## src/rtl/irq_steer_pkg.sv

```systemverilog
package irq_steer_pkg;

  localparam int MODE_W = 2;
  localparam logic [MODE_W-1:0] MODE_MODULE_IRQ = 2'b10;

  // A channel is armed when its mode selects module-interrupt activation
  // and both of its gating bits are set.
  function automatic logic chan_armed(input logic [MODE_W-1:0] mode,
                                      input logic en,
                                      input logic allow);
    return (mode == MODE_MODULE_IRQ) && en && allow;
  endfunction

  // The CPU path outranks a transfer path when its priority value is larger.
  function automatic logic prio_exceeds(input int unsigned cpu_p,
                                        input int unsigned path_p);
    return cpu_p > path_p;
  endfunction

endpackage

```

## src/rtl/irq_prio_pick.sv

```systemverilog
module irq_prio_pick #(
  parameter int N  = 16,
  parameter int IW = 4
) (
  input  logic [N-1:0]  cand,
  output logic          any,
  output logic [IW-1:0] idx
);
  always_comb begin
    any = |cand;
    idx = '0;
    for (int i = N - 1; i >= 0; i--) begin
      if (cand[i]) idx = IW'(i);
    end
  end
endmodule

```

## src/rtl/irq_dma_owner.sv

```systemverilog
module irq_dma_owner
  import irq_steer_pkg::*;
#(
  parameter int NUM_SRC = 16,
  parameter int NUM_CH  = 4,
  parameter int SRC_W   = 4
) (
  input  logic [NUM_CH*SRC_W-1:0]  ch_sel,
  input  logic [NUM_CH*MODE_W-1:0] ch_mode,
  input  logic [NUM_CH-1:0]        ch_en,
  input  logic [NUM_CH-1:0]        ch_allow,
  output logic [NUM_CH-1:0]        ch_owns,
  output logic [NUM_SRC-1:0]       own_mask
);
  logic [NUM_CH-1:0] armed;

  genvar g;
  generate
    for (g = 0; g < NUM_CH; g++) begin : g_arm
      assign armed[g] = chan_armed(ch_mode[g*MODE_W +: MODE_W], ch_en[g], ch_allow[g]);
    end
  endgenerate

  // Channels are visited in ascending order, so a source that a lower
  // channel has already claimed is refused to every higher one.
  always_comb begin
    own_mask = '0;
    ch_owns  = '0;
    for (int c = 0; c < NUM_CH; c++) begin
      if (armed[c] && (int'(ch_sel[c*SRC_W +: SRC_W]) < NUM_SRC)) begin
        if (!own_mask[ch_sel[c*SRC_W +: SRC_W]]) begin
          ch_owns[c] = 1'b1;
          own_mask[ch_sel[c*SRC_W +: SRC_W]] = 1'b1;
        end
      end
    end
  end
endmodule

```

## src/rtl/irq_clear_ctl.sv

```systemverilog
module irq_clear_ctl #(
  parameter int NUM_SRC = 16
) (
  input  logic               clk,
  input  logic               rst_n,
  input  logic [NUM_SRC-1:0] accept_mask,
  input  logic [NUM_SRC-1:0] handback_mask,
  input  logic [NUM_SRC-1:0] en_set,
  output logic [NUM_SRC-1:0] clr_q,
  output logic [NUM_SRC-1:0] en_q
);
  always_ff @(posedge clk or negedge rst_n) begin
    if (!rst_n) begin
      clr_q <= '0;
      en_q  <= '0;
    end else begin
      clr_q <= accept_mask;
      en_q  <= (en_q | en_set) & ~handback_mask;
    end
  end
endmodule

```

## src/rtl/irq_steer_router.sv

```systemverilog
module irq_steer_router
  import irq_steer_pkg::*;
#(
  parameter int NUM_SRC = 16,
  parameter int NUM_CH  = 4,
  parameter int PRIO_W  = 3,
  parameter int SRC_W   = (NUM_SRC > 1) ? $clog2(NUM_SRC) : 1
) (
  input  logic                      clk,
  input  logic                      rst_n,
  input  logic [NUM_SRC-1:0]        src_req,
  output logic [NUM_SRC-1:0]        src_clr,
  input  logic [NUM_CH*SRC_W-1:0]   ch_sel,
  input  logic [NUM_CH*MODE_W-1:0]  ch_mode,
  input  logic [NUM_CH-1:0]         ch_en,
  input  logic [NUM_CH-1:0]         ch_allow,
  output logic [NUM_CH-1:0]         dma_act,
  input  logic [NUM_CH-1:0]         dma_ack,
  input  logic [NUM_SRC-1:0]        xfer_en_set,
  input  logic [NUM_SRC-1:0]        xfer_disel,
  output logic [NUM_SRC-1:0]        xfer_en,
  output logic                      xfer_vld,
  output logic [SRC_W-1:0]          xfer_vec,
  input  logic                      xfer_ack,
  input  logic                      xfer_cnt_zero,
  output logic                      cpu_vld,
  output logic [SRC_W-1:0]          cpu_vec,
  input  logic                      cpu_ack,
  input  logic [PRIO_W-1:0]         cpu_prio,
  input  logic [PRIO_W-1:0]         dma_prio,
  input  logic [PRIO_W-1:0]         xfer_prio,
  output logic [1:0]                prio_fault
);
  localparam logic [NUM_SRC-1:0] ONE_SRC = NUM_SRC'(1);

  // Internal events, named for the checker.
  logic [NUM_CH-1:0]  ch_owns;
  logic [NUM_SRC-1:0] own_mask;
  logic [NUM_SRC-1:0] pend;
  logic [NUM_SRC-1:0] xfer_elig;
  logic [NUM_SRC-1:0] cpu_elig;
  logic [NUM_SRC-1:0] dma_accept;
  logic [NUM_SRC-1:0] accept_mask;
  logic [NUM_SRC-1:0] handback_mask;
  logic               xfer_take;
  logic               xfer_handback;
  logic               cpu_take;

  irq_dma_owner #(.NUM_SRC(NUM_SRC), .NUM_CH(NUM_CH), .SRC_W(SRC_W)) u_owner (
    .ch_sel   (ch_sel),
    .ch_mode  (ch_mode),
    .ch_en    (ch_en),
    .ch_allow (ch_allow),
    .ch_owns  (ch_owns),
    .own_mask (own_mask)
  );

  // DMA activation: owner, live request, source not in its clear cycle.
  genvar g;
  generate
    for (g = 0; g < NUM_CH; g++) begin : g_dma
      logic [SRC_W-1:0] s;
      assign s = ch_sel[g*SRC_W +: SRC_W];
      assign dma_act[g] = ch_owns[g] && src_req[s] && !src_clr[s];
    end
  endgenerate

  always_comb begin
    dma_accept = '0;
    for (int c = 0; c < NUM_CH; c++) begin
      if (dma_act[c] && dma_ack[c])
        dma_accept = dma_accept | (ONE_SRC << ch_sel[c*SRC_W +: SRC_W]);
    end
  end

  // Steering of sources that no channel owns.
  assign pend      = src_req & ~own_mask & ~src_clr;
  assign xfer_elig = pend & xfer_en;
  assign cpu_elig  = pend & ~xfer_en;

  irq_prio_pick #(.N(NUM_SRC), .IW(SRC_W)) u_pick_xfer (
    .cand (xfer_elig),
    .any  (xfer_vld),
    .idx  (xfer_vec)
  );

  irq_prio_pick #(.N(NUM_SRC), .IW(SRC_W)) u_pick_cpu (
    .cand (cpu_elig),
    .any  (cpu_vld),
    .idx  (cpu_vec)
  );

  // Accept handling and hand-back to the CPU.
  assign xfer_take     = xfer_vld && xfer_ack;
  assign xfer_handback = xfer_take && (xfer_cnt_zero || xfer_disel[xfer_vec]);
  assign cpu_take      = cpu_vld && cpu_ack;

  assign handback_mask = xfer_handback ? (ONE_SRC << xfer_vec) : '0;
  assign accept_mask   = dma_accept
                       | ((xfer_take && !xfer_handback) ? (ONE_SRC << xfer_vec) : '0)
                       | (cpu_take ? (ONE_SRC << cpu_vec) : '0);

  irq_clear_ctl #(.NUM_SRC(NUM_SRC)) u_clr (
    .clk           (clk),
    .rst_n         (rst_n),
    .accept_mask   (accept_mask),
    .handback_mask (handback_mask),
    .en_set        (xfer_en_set),
    .clr_q         (src_clr),
    .en_q          (xfer_en)
  );

  assign prio_fault[0] = prio_exceeds(int'(cpu_prio), int'(dma_prio));
  assign prio_fault[1] = prio_exceeds(int'(cpu_prio), int'(xfer_prio));

endmodule

```

## config.mk

```make
export PLATFORM = sky130hd
export DESIGN_NAME = irq_steer_router
export DESIGN_NICKNAME = d
export VERILOG_FILES = /design/src/rtl/irq_steer_pkg.sv /design/src/rtl/irq_prio_pick.sv /design/src/rtl/irq_dma_owner.sv /design/src/rtl/irq_clear_ctl.sv /design/src/rtl/irq_steer_router.sv
export SDC_FILE = /design/constraint.sdc
export NUM_CORES = 1
export LEC_CHECK = 0
export ABC_AREA = 0
export BUFFER_PORTS_ARGS = -buffer_cell sky130_fd_sc_hd__buf_2
export CORE_MARGIN = 1
export CORE_UTILIZATION = 38
export DETAILED_ROUTE_END_ITERATION = 7
export GPL_TIMING_DRIVEN = 0
export PLACE_DENSITY = 0.74
export SLEW_MARGIN = 20
export SYNTH_ARGS = -nofsm -noshare
export SYNTH_HDL_FRONTEND = slang
export SYNTH_HIERARCHICAL = 1
export SYNTH_SLANG_ARGS = --single-unit
export TNS_END_PERCENT = 30
```

## constraint.sdc

```tcl
create_clock -name clk -period 4.1 [get_ports clk]
set_input_delay 0.615 -clock clk [delete_from_list [all_inputs] [get_ports clk]]
set_output_delay 0.615 -clock clk [all_outputs]
set_load 0.005 [all_outputs]
```

### Word level (Yosys, flattened, before mapping)

Memory sizes are Yosys's and may differ from the RTL's.
Cells that the tools add are included.

| cells by class | value |
|---|---|
| $add $sub $neg | 0 |
| $mul | 0 |
| div/mod/pow operators | 0 |
| $lt $le $gt $ge | 11 |
| equal/unequal tests | 4 |
| shifts and indexed selects | 6 |
| muxes and demuxes | 88 |
| bitwise logic cells | 18 |
| reductions and logical operators | 36 |

Operator list:

| kind | count |
|---|---|
| $mux W16 | 15 |
| $or A16 B16 Y16 | 9 |
| $mux W4 | 32 |
| $shl A1 B4 Y16 const A | 6 |
| $and A16 B16 Y16 | 5 |
| $not A16 Y16 | 4 |
| $bmux W1 S4 | 12 |
| $reduce_or A16 Y1 | 2 |
| $logic_and A1 B1 Y1 | 28 |
| $lt A4 B5 Y1 const B | 5 |
| $mux W1 | 25 |
| $demux W1 S4 | 4 |
| $ge A4 B1 Y1 const B | 4 |
| $eq A2 B2 Y1 const B | 4 |
| $gt A3 B3 Y1 | 2 |
| $logic_not A1 Y1 | 5 |
| $logic_or A1 B1 Y1 | 1 |

| storage, ports and cells | value |
|---|---|
| bits in registers | 32 |
| latch bits | 0 |
| memory bits (writable) | 0 |
| ROM bits | 16 |
| input port bits | 98 |
| output and inout bits | 48 |
| word-level logic and storage cells | 166 |
| memories kept | 1 |

Memories:

| memory | words | width | rd ports | clocked after Yosys merged registers in | write ports | line | RTL |
|---|---|---|---|---|---|---|---|
| (name not given) | 16 | 1 | 1 | 0 | 0 | irq_dma_owner.sv:31 | `if (!own_mask[ch_sel[c*SRC_W +: SRC_W]]) begin` |

### Depth between registers and ports, before layout

| depth | value |
|---|---|
| depth after elaboration | 47 |
| gate-level depth with buffers | 21 |
| depth with buffers taken out | 19 |

### Cells and area by module

The synthesis kept the hierarchy.

By module, submodules not included:

| module | times used | cells each | area an instance (µm²) | sequential area each (µm²) |
|---|---|---|---|---|
| irq_steer_router | 1 | 330 | 2,343.5 | 0.0 |
| irq_dma_owner | 1 | 186 | 1,179.9 | 0.0 |
| irq_clear_ctl | 1 | 48 | 960.9 | 800.8 |
| irq_prio_pick | 2 | 34 | 176.4 | 0.0 |

### Worst setup path before layout

Ideal clock, no wire load.

| timing path | value |
|---|---|
| path type | input to register |
| from | input port ch_mode[0] |
| to | register u_clr.clr_q[8] |
| setup time | 0.086 ns |
| arrival time | 4.834 ns |
| required time | 4.014 ns |
| path slack | -0.820 ns |
| cell stages on the path | 18 |
| path buffers | 2 |
| cells stage by stage | nand4b_1 > inv_1 > a41oi_4 > buf_4 > a31oi_2 > nand3_1 > o21ai_0 > nand2b_1 > o221ai_1 > nor3b_1 > nor2_1 > nand2_1 > nand3_1 > o22ai_1 > buf_6 > mux4_2 > or4b_4 > o221ai_2 |

| on the way | value |
|---|---|
| elaborated cells on any way between the ends | 98 |
| those cells by class | 1 x eq/ne; 2 x shift; 60 x mux; 13 x bitwise; 22 x reduce/logical |

RTL lines:

| item | line | RTL |
|---|---|---|
| from (decl) | irq_steer_router.sv:14 | `input logic [NUM_CH*MODE_W-1:0] ch_mode,` |
| $eq A2 B2 Y1 (*) | irq_steer_pkg.sv:11 | `return (mode == MODE_MODULE_IRQ) && en && allow;` |
| $logic_and A1 B1 Y1 (*) (2 in series) | irq_steer_pkg.sv:11 |  |
| $mux W1 (*) | irq_dma_owner.sv:30 | `if (armed[c] && (int'(ch_sel[c*SRC_W +: SRC_W]) < NUM_SRC)) begin` |
| named net ch_owns[0] | irq_steer_router.sv:37 | `logic [NUM_CH-1:0] ch_owns;` |
| $logic_and A1 B1 Y1 (*) (2 in series) | irq_steer_router.sv:64 | `assign dma_act[g] = ch_owns[g] && src_req[s] && !src_clr[s];` |
| $logic_and A1 B1 Y1 (*) | irq_steer_router.sv:71 | `if (dma_act[c] && dma_ack[c])` |
| $mux W16 (*) | irq_steer_router.sv:71 |  |
| $or A16 B16 Y16 | irq_steer_router.sv:72 | `dma_accept = dma_accept \| (ONE_SRC << ch_sel[c*SRC_W +: SRC_W]);` |
| $mux W16 (*) | irq_steer_router.sv:71 |  |
| $or A16 B16 Y16 | irq_steer_router.sv:72 |  |
| $mux W16 (*) | irq_steer_router.sv:71 |  |
| $or A16 B16 Y16 | irq_steer_router.sv:72 |  |
| $mux W16 (*) | irq_steer_router.sv:71 |  |
| $or A16 B16 Y16 (*) | irq_steer_router.sv:100 | `\| ((xfer_take && !xfer_handback) ? (ONE_SRC << xfer_vec) : '0)` |
| $or A16 B16 Y16 (*) | irq_steer_router.sv:101 | `\| (cpu_take ? (ONE_SRC << cpu_vec) : '0);` |
| named net accept_mask[8] | irq_steer_router.sv:43 | `logic [NUM_SRC-1:0] accept_mask;` |
| to (signal assigned) | irq_clear_ctl.sv:17 | `clr_q <= accept_mask;` |
| to (decl) | irq_clear_ctl.sv:9 | `output logic [NUM_SRC-1:0] clr_q,` |

The timed path passes the listed nets; every way through them passes the cells marked *. The select of a mux whose other input is x is not followed.

### Worst setup path after layout

| timing path | value |
|---|---|
| from | input port ch_sel[2] |
| to | register u_clr.clr_q[9] |

| on the way | value |
|---|---|
| elaborated cells on any way between the ends | 110 |
| those cells by class | 2 x order compare; 3 x shift; 69 x mux; 13 x bitwise; 22 x reduce/logical; 1 x memory |

RTL lines:

| item | line | RTL |
|---|---|---|
| from (decl) | irq_steer_router.sv:13 | `input logic [NUM_CH*SRC_W-1:0] ch_sel,` |
| $lt A4 B5 Y1 (implied by the code) or $ge A4 B1 Y1 (tied branches) | irq_dma_owner.sv:33 | `own_mask[ch_sel[c*SRC_W +: SRC_W]] = 1'b1;` |
| $logic_and A1 B1 Y1 (implied by the code) | irq_dma_owner.sv:33 |  |
| $mux W1 (implied by the code) | irq_dma_owner.sv:33 |  |
| $demux W1 S4 | -- |  |
| $mux W16 (*) | irq_dma_owner.sv:31 |  |
| $mux W16 (*) | irq_dma_owner.sv:30 |  |
| $bmux W1 S4 | irq_dma_owner.sv:31 |  |
| $mux W1 (implied by the code) | irq_dma_owner.sv:31 |  |
| (+10 left out) | -- |  |
| named net own_mask[14] | irq_steer_router.sv:38 | `logic [NUM_SRC-1:0] own_mask;` |
| (+4 left out) | -- |  |
| named net xfer_elig[14] | irq_steer_router.sv:40 | `logic [NUM_SRC-1:0] xfer_elig;` |
| (+17 left out) | -- |  |
| $logic_or A1 B1 Y1 | irq_steer_router.sv:95 | `assign xfer_handback = xfer_take && (xfer_cnt_zero \|\| xfer_disel[xfer_vec]);` |
| $logic_and A1 B1 Y1 | irq_steer_router.sv:95 |  |
| $logic_not A1 Y1 | irq_steer_router.sv:100 |  |
| $logic_and A1 B1 Y1 | irq_steer_router.sv:100 |  |
| $mux W16 (*) | irq_steer_router.sv:100 |  |
| $or A16 B16 Y16 (*) | irq_steer_router.sv:100 |  |
| $or A16 B16 Y16 (*) | irq_steer_router.sv:101 |  |
| named net accept_mask[9] | irq_steer_router.sv:43 |  |

Marks and branches as above.

==> metrics.md <==
| Metric | Value |
|---|---|
| Status | `finished, violations left` |
| Failing checks | `setup timing` |
| Worst skew pair latency | `290 ps` |
| Beginning of the critical path | `ch_sel[2]` |
| Startpoint types | `primary input` |
| Final net count | `932` |
| Layout area overhead | `45.16%` |
| VDD IR max | `0.2993 mV` |
| Max_slew headroom | `46.87%` |
| CTS Buf Count | `5` |
| CTS tree | `done` |
| Fmax | `approximately 210 MHz` |
| Final WS setup | `-700.1 ps` |
| Final worst path period share | `117.1%` |
| Inserted Diodes | `0` |
| Tightest Hold Check Type | `in2async` |
| Final core utilization | `between 50% and 60%` |
| DR iter-0 viols | `897` |
| CP dominant cell by count | `mux4_2` |
| CTS Sinks | `32` |
| Post-route cell area | `7022 µm²` |
| Post-synth EDFFs | `0` |
| Max Root-Sink Buffers | `2` |
| Total number of vias | `6417` |
| Post-CTS Hold Buffers | `0` |
| Total power per unit cell area | `around 260 nW/µm²` |
| First-pass GRT wire length | `~31 mm` |
| Worst Path Buf+Inv | `4` |
| Grt ovf | `0` |
| Initial antenna violation count | `0` |
| Post-synth cell types | `80` |
| Mapped cell area | `approximately 4800 µm²` |
| Dpl cells | `943` |
| Fin. Hold Viols | `0` |
| Die height | `114.8 µm` |
| CTS Root Cell | `clkbuf_16` |
| Slowest CP cell | `or4b_4` |
| Vias in the first global route | `between 5k and 6k` |
| Fraction of final layout cells sized beyond drive strength 1 | `41.01%` |
| Residual DRC | `0` |
| Worst path max stage delay | `590 ps` |
| Leakage power | `2.794 nW` |
| Final wirelength | `21.51 mm` |
| Die width | `114.8 µm` |
| Final Setup Violations | `42` |
| Syn Area/Cell | `7.654 µm²` |
| Tot Pwr | `1.807 mW` |
| DR vias/cell | `between 6 and 7` |
| CP top delay family | `compound AO/OA/AOI/OAI gates` |
| Cells after Synth | `about 630` |
| Post-DRT Antenna Nets | `0` |
| Worst Max-Slew Pin Slew | `~800 ps` |
| Pins over their slew limit | `0` |
| Post-synthesis register bit count | `32` |
| Clock Skew | `7.399 ps` |
| Initial core utilization | `39.61%` |
| CTS HTree Levels | `2` |
| Max cap viols | `0` |
| DP HPWL | `15.81 mm` |
| Fill count | `1144` |
| YS warnings | `6` |
| Seq. cell area | `800.8 µm²` |
| CP Capture Type | `flop` |
| GP Congestion | `1.010` |
| Multi-input gate area | `between 4000 and 5000 µm²` |
| Critical Path AT | `4990 ps` |
| Most used DFF post-synth | `dfrtp_1` |
| Core area | `12210 µm²` |
| Post-Layout Cell Count | `997` |
| Async set-reset flop share out of synthesis | `100.0%` |
| Seq/Total Area, Yosys | `between 10% and 20%` |
| Fin crit period | `around 4800 ps` |
| DR WL/cell | `21.58 µm` |
| Synth Net Count | `736` |
| RR Startpoint | `u_clr/clr_q[2]` |
| Pin count of the biggest net entering global routing | `33` |
| Worst Path Required | `4290 ps` |
| # rows | `40` |
| All-Layer GR Usage | `31.27%` |
| IO Pins | `~150` |
| Crit-path cells | `buf_8 -> xnor2_2 -> a32o_2 -> a41oi_4 -> buf_12 -> a32oi_2 -> mux4_2 -> nand2_4 -> o211ai_4 -> o211ai_1 -> nor3b_2 -> inv_1 -> a21oi_2 -> o311a_1 -> o22ai_2 -> buf_6 -> mux4_2 -> or4b_4 -> o221ai_4` |
| CP max FO | `7` |
| Die area | `13180 µm²` |
| WS Path Type | `in2reg` |
| TritonRoute pass-1 iters | `6` |
| Area after DPL | `5853 µm²` |
| # port buffers | `143` |
| Clock-pin slew on the worst setup and hold paths | `60 ps` |
| RSZ-0062 raised after global routing | `true` |
==> Yosys cell counts (6+ instances only) <==
master    instances  share of area [%]
nand3_1          30                3.1
ha_1              6                1.6
nor2b_1          16                2.1
nand4b_1         11                2.0
o21ba_1          16                3.3
clkbuf_1         22                1.7
mux4_2           15                7.0
o211ai_1         10                1.6
inv_1            26                2.0
a32oi_1           9                1.6
a21oi_1          14                1.4
nor3_1           39                4.0
o221ai_1          6                1.1
o21ai_0          18                1.9
o22ai_1          18                2.3
nand4_1          14                1.8
mux2i_1           7                1.4
nor2_1           72                5.6
nor3b_1          24                3.7
nand2b_1         36                4.7
dfrtp_1          32                 17
a22oi_1          10                1.6
nand2_1          43                3.3
a31oi_1          16                2.1
nor4_1           10                1.3
==> cells by family after synthesis <==
logic type	synth area share [%]
and+or+nand+nor	38.93
AOI/OAI and AO/OA	27.19
buffers and inverters	4.759
DFF	16.55
muxes	9.752
xor gates and xnor gates	1.267
adders and majority gates	1.552
==> cells in the final DEF (no fill, tap or decap), drive strengths merged, types with 14 or more instances in the layout <==
| cell | count |
|---|---|
| dfrtp | 32 |
| clkbuf | 25 |
| a21oi | 14 |
| nand2b | 36 |
| nand2 | 44 |
| o21ba | 16 |
| nor3 | 39 |
| nor2 | 74 |
| nor3b | 24 |
| nor2b | 16 |
| a31oi | 17 |
| buf | 198 |
| mux4 | 17 |
| o21ai | 19 |
| nand4 | 14 |
| nand3 | 30 |
| inv | 28 |
| o22ai | 18 |
==> power breakdown <==
part           leakage [nW]  internal (mW)  switching, mW
combinational          2.36          0.440          0.598
clock                0.0701          0.242          0.152
sequential            0.367          0.345         0.0297
total                  2.79           1.03          0.780
==> final cells by class <==
cell class                 instances  share of cell area (%)
clock inverter                     1                  0.1069
sequential                        32                   11.40
buffer                            22                   1.622
clock buffer                       7                   2.031
multi-input combinational        545                   63.83
timing repair buffer             194                   16.52
tap                              168                   2.994
inverter                          28                   1.497
==> per-stage QoR <==
stage          setup TNS (ps)  worst slack, ps  hold WS, ps
5_1_grt                -26710           -781.3        456.3
3_5_place_dp           -55980            -1596        527.0
4_1_cts                -19550           -672.5        432.5
3_3_place_gp           -56880            -1624        521.2
2_1_floorplan           -9593           -474.3        319.4
6_report               -22240           -700.1        414.4
==> registers in the layout, indices dropped and copies added (netlist names) <==
name	cells
u_clr/clr_q	16
u_clr/en_q	16
==> timing repair <==
item,CTS,global route
endpoints found under the setup margin,44,43
pin swaps,23,48
resized for setup,62,73
buffers inserted,26,25
==> final timing paths <==
| path | endpoint | slack, ps | cells after the start |
|---|---|---|---|
| min | u_clr/clr_q[3] | 410 | 1 |
| min reg2reg | u_clr/en_q[9] | 540 | 1 |
| max | u_clr/clr_q[9] | -700 | 19 |
| max reg2reg | u_clr/en_q[11] | 850 | 13 |
| min in group clk | u_clr/en_q[9] | 540 | 1 |
| max in group asynchronous | u_clr/en_q[8] | 3180 | 1 |
==> routing by layer <==
metal | wire length [µm] | GRT usage (%) | vias up
met5 | 0 | 0 | -
met4 | 1003 | 16.71 | 0
met3 | 2248 | 7.486 | 83
met2 | 9729 | 49.25 | 443
met1 | 8530 | 39.73 | 3034
li1 | - | - | 2857
(Power assumes the default switching activity.)
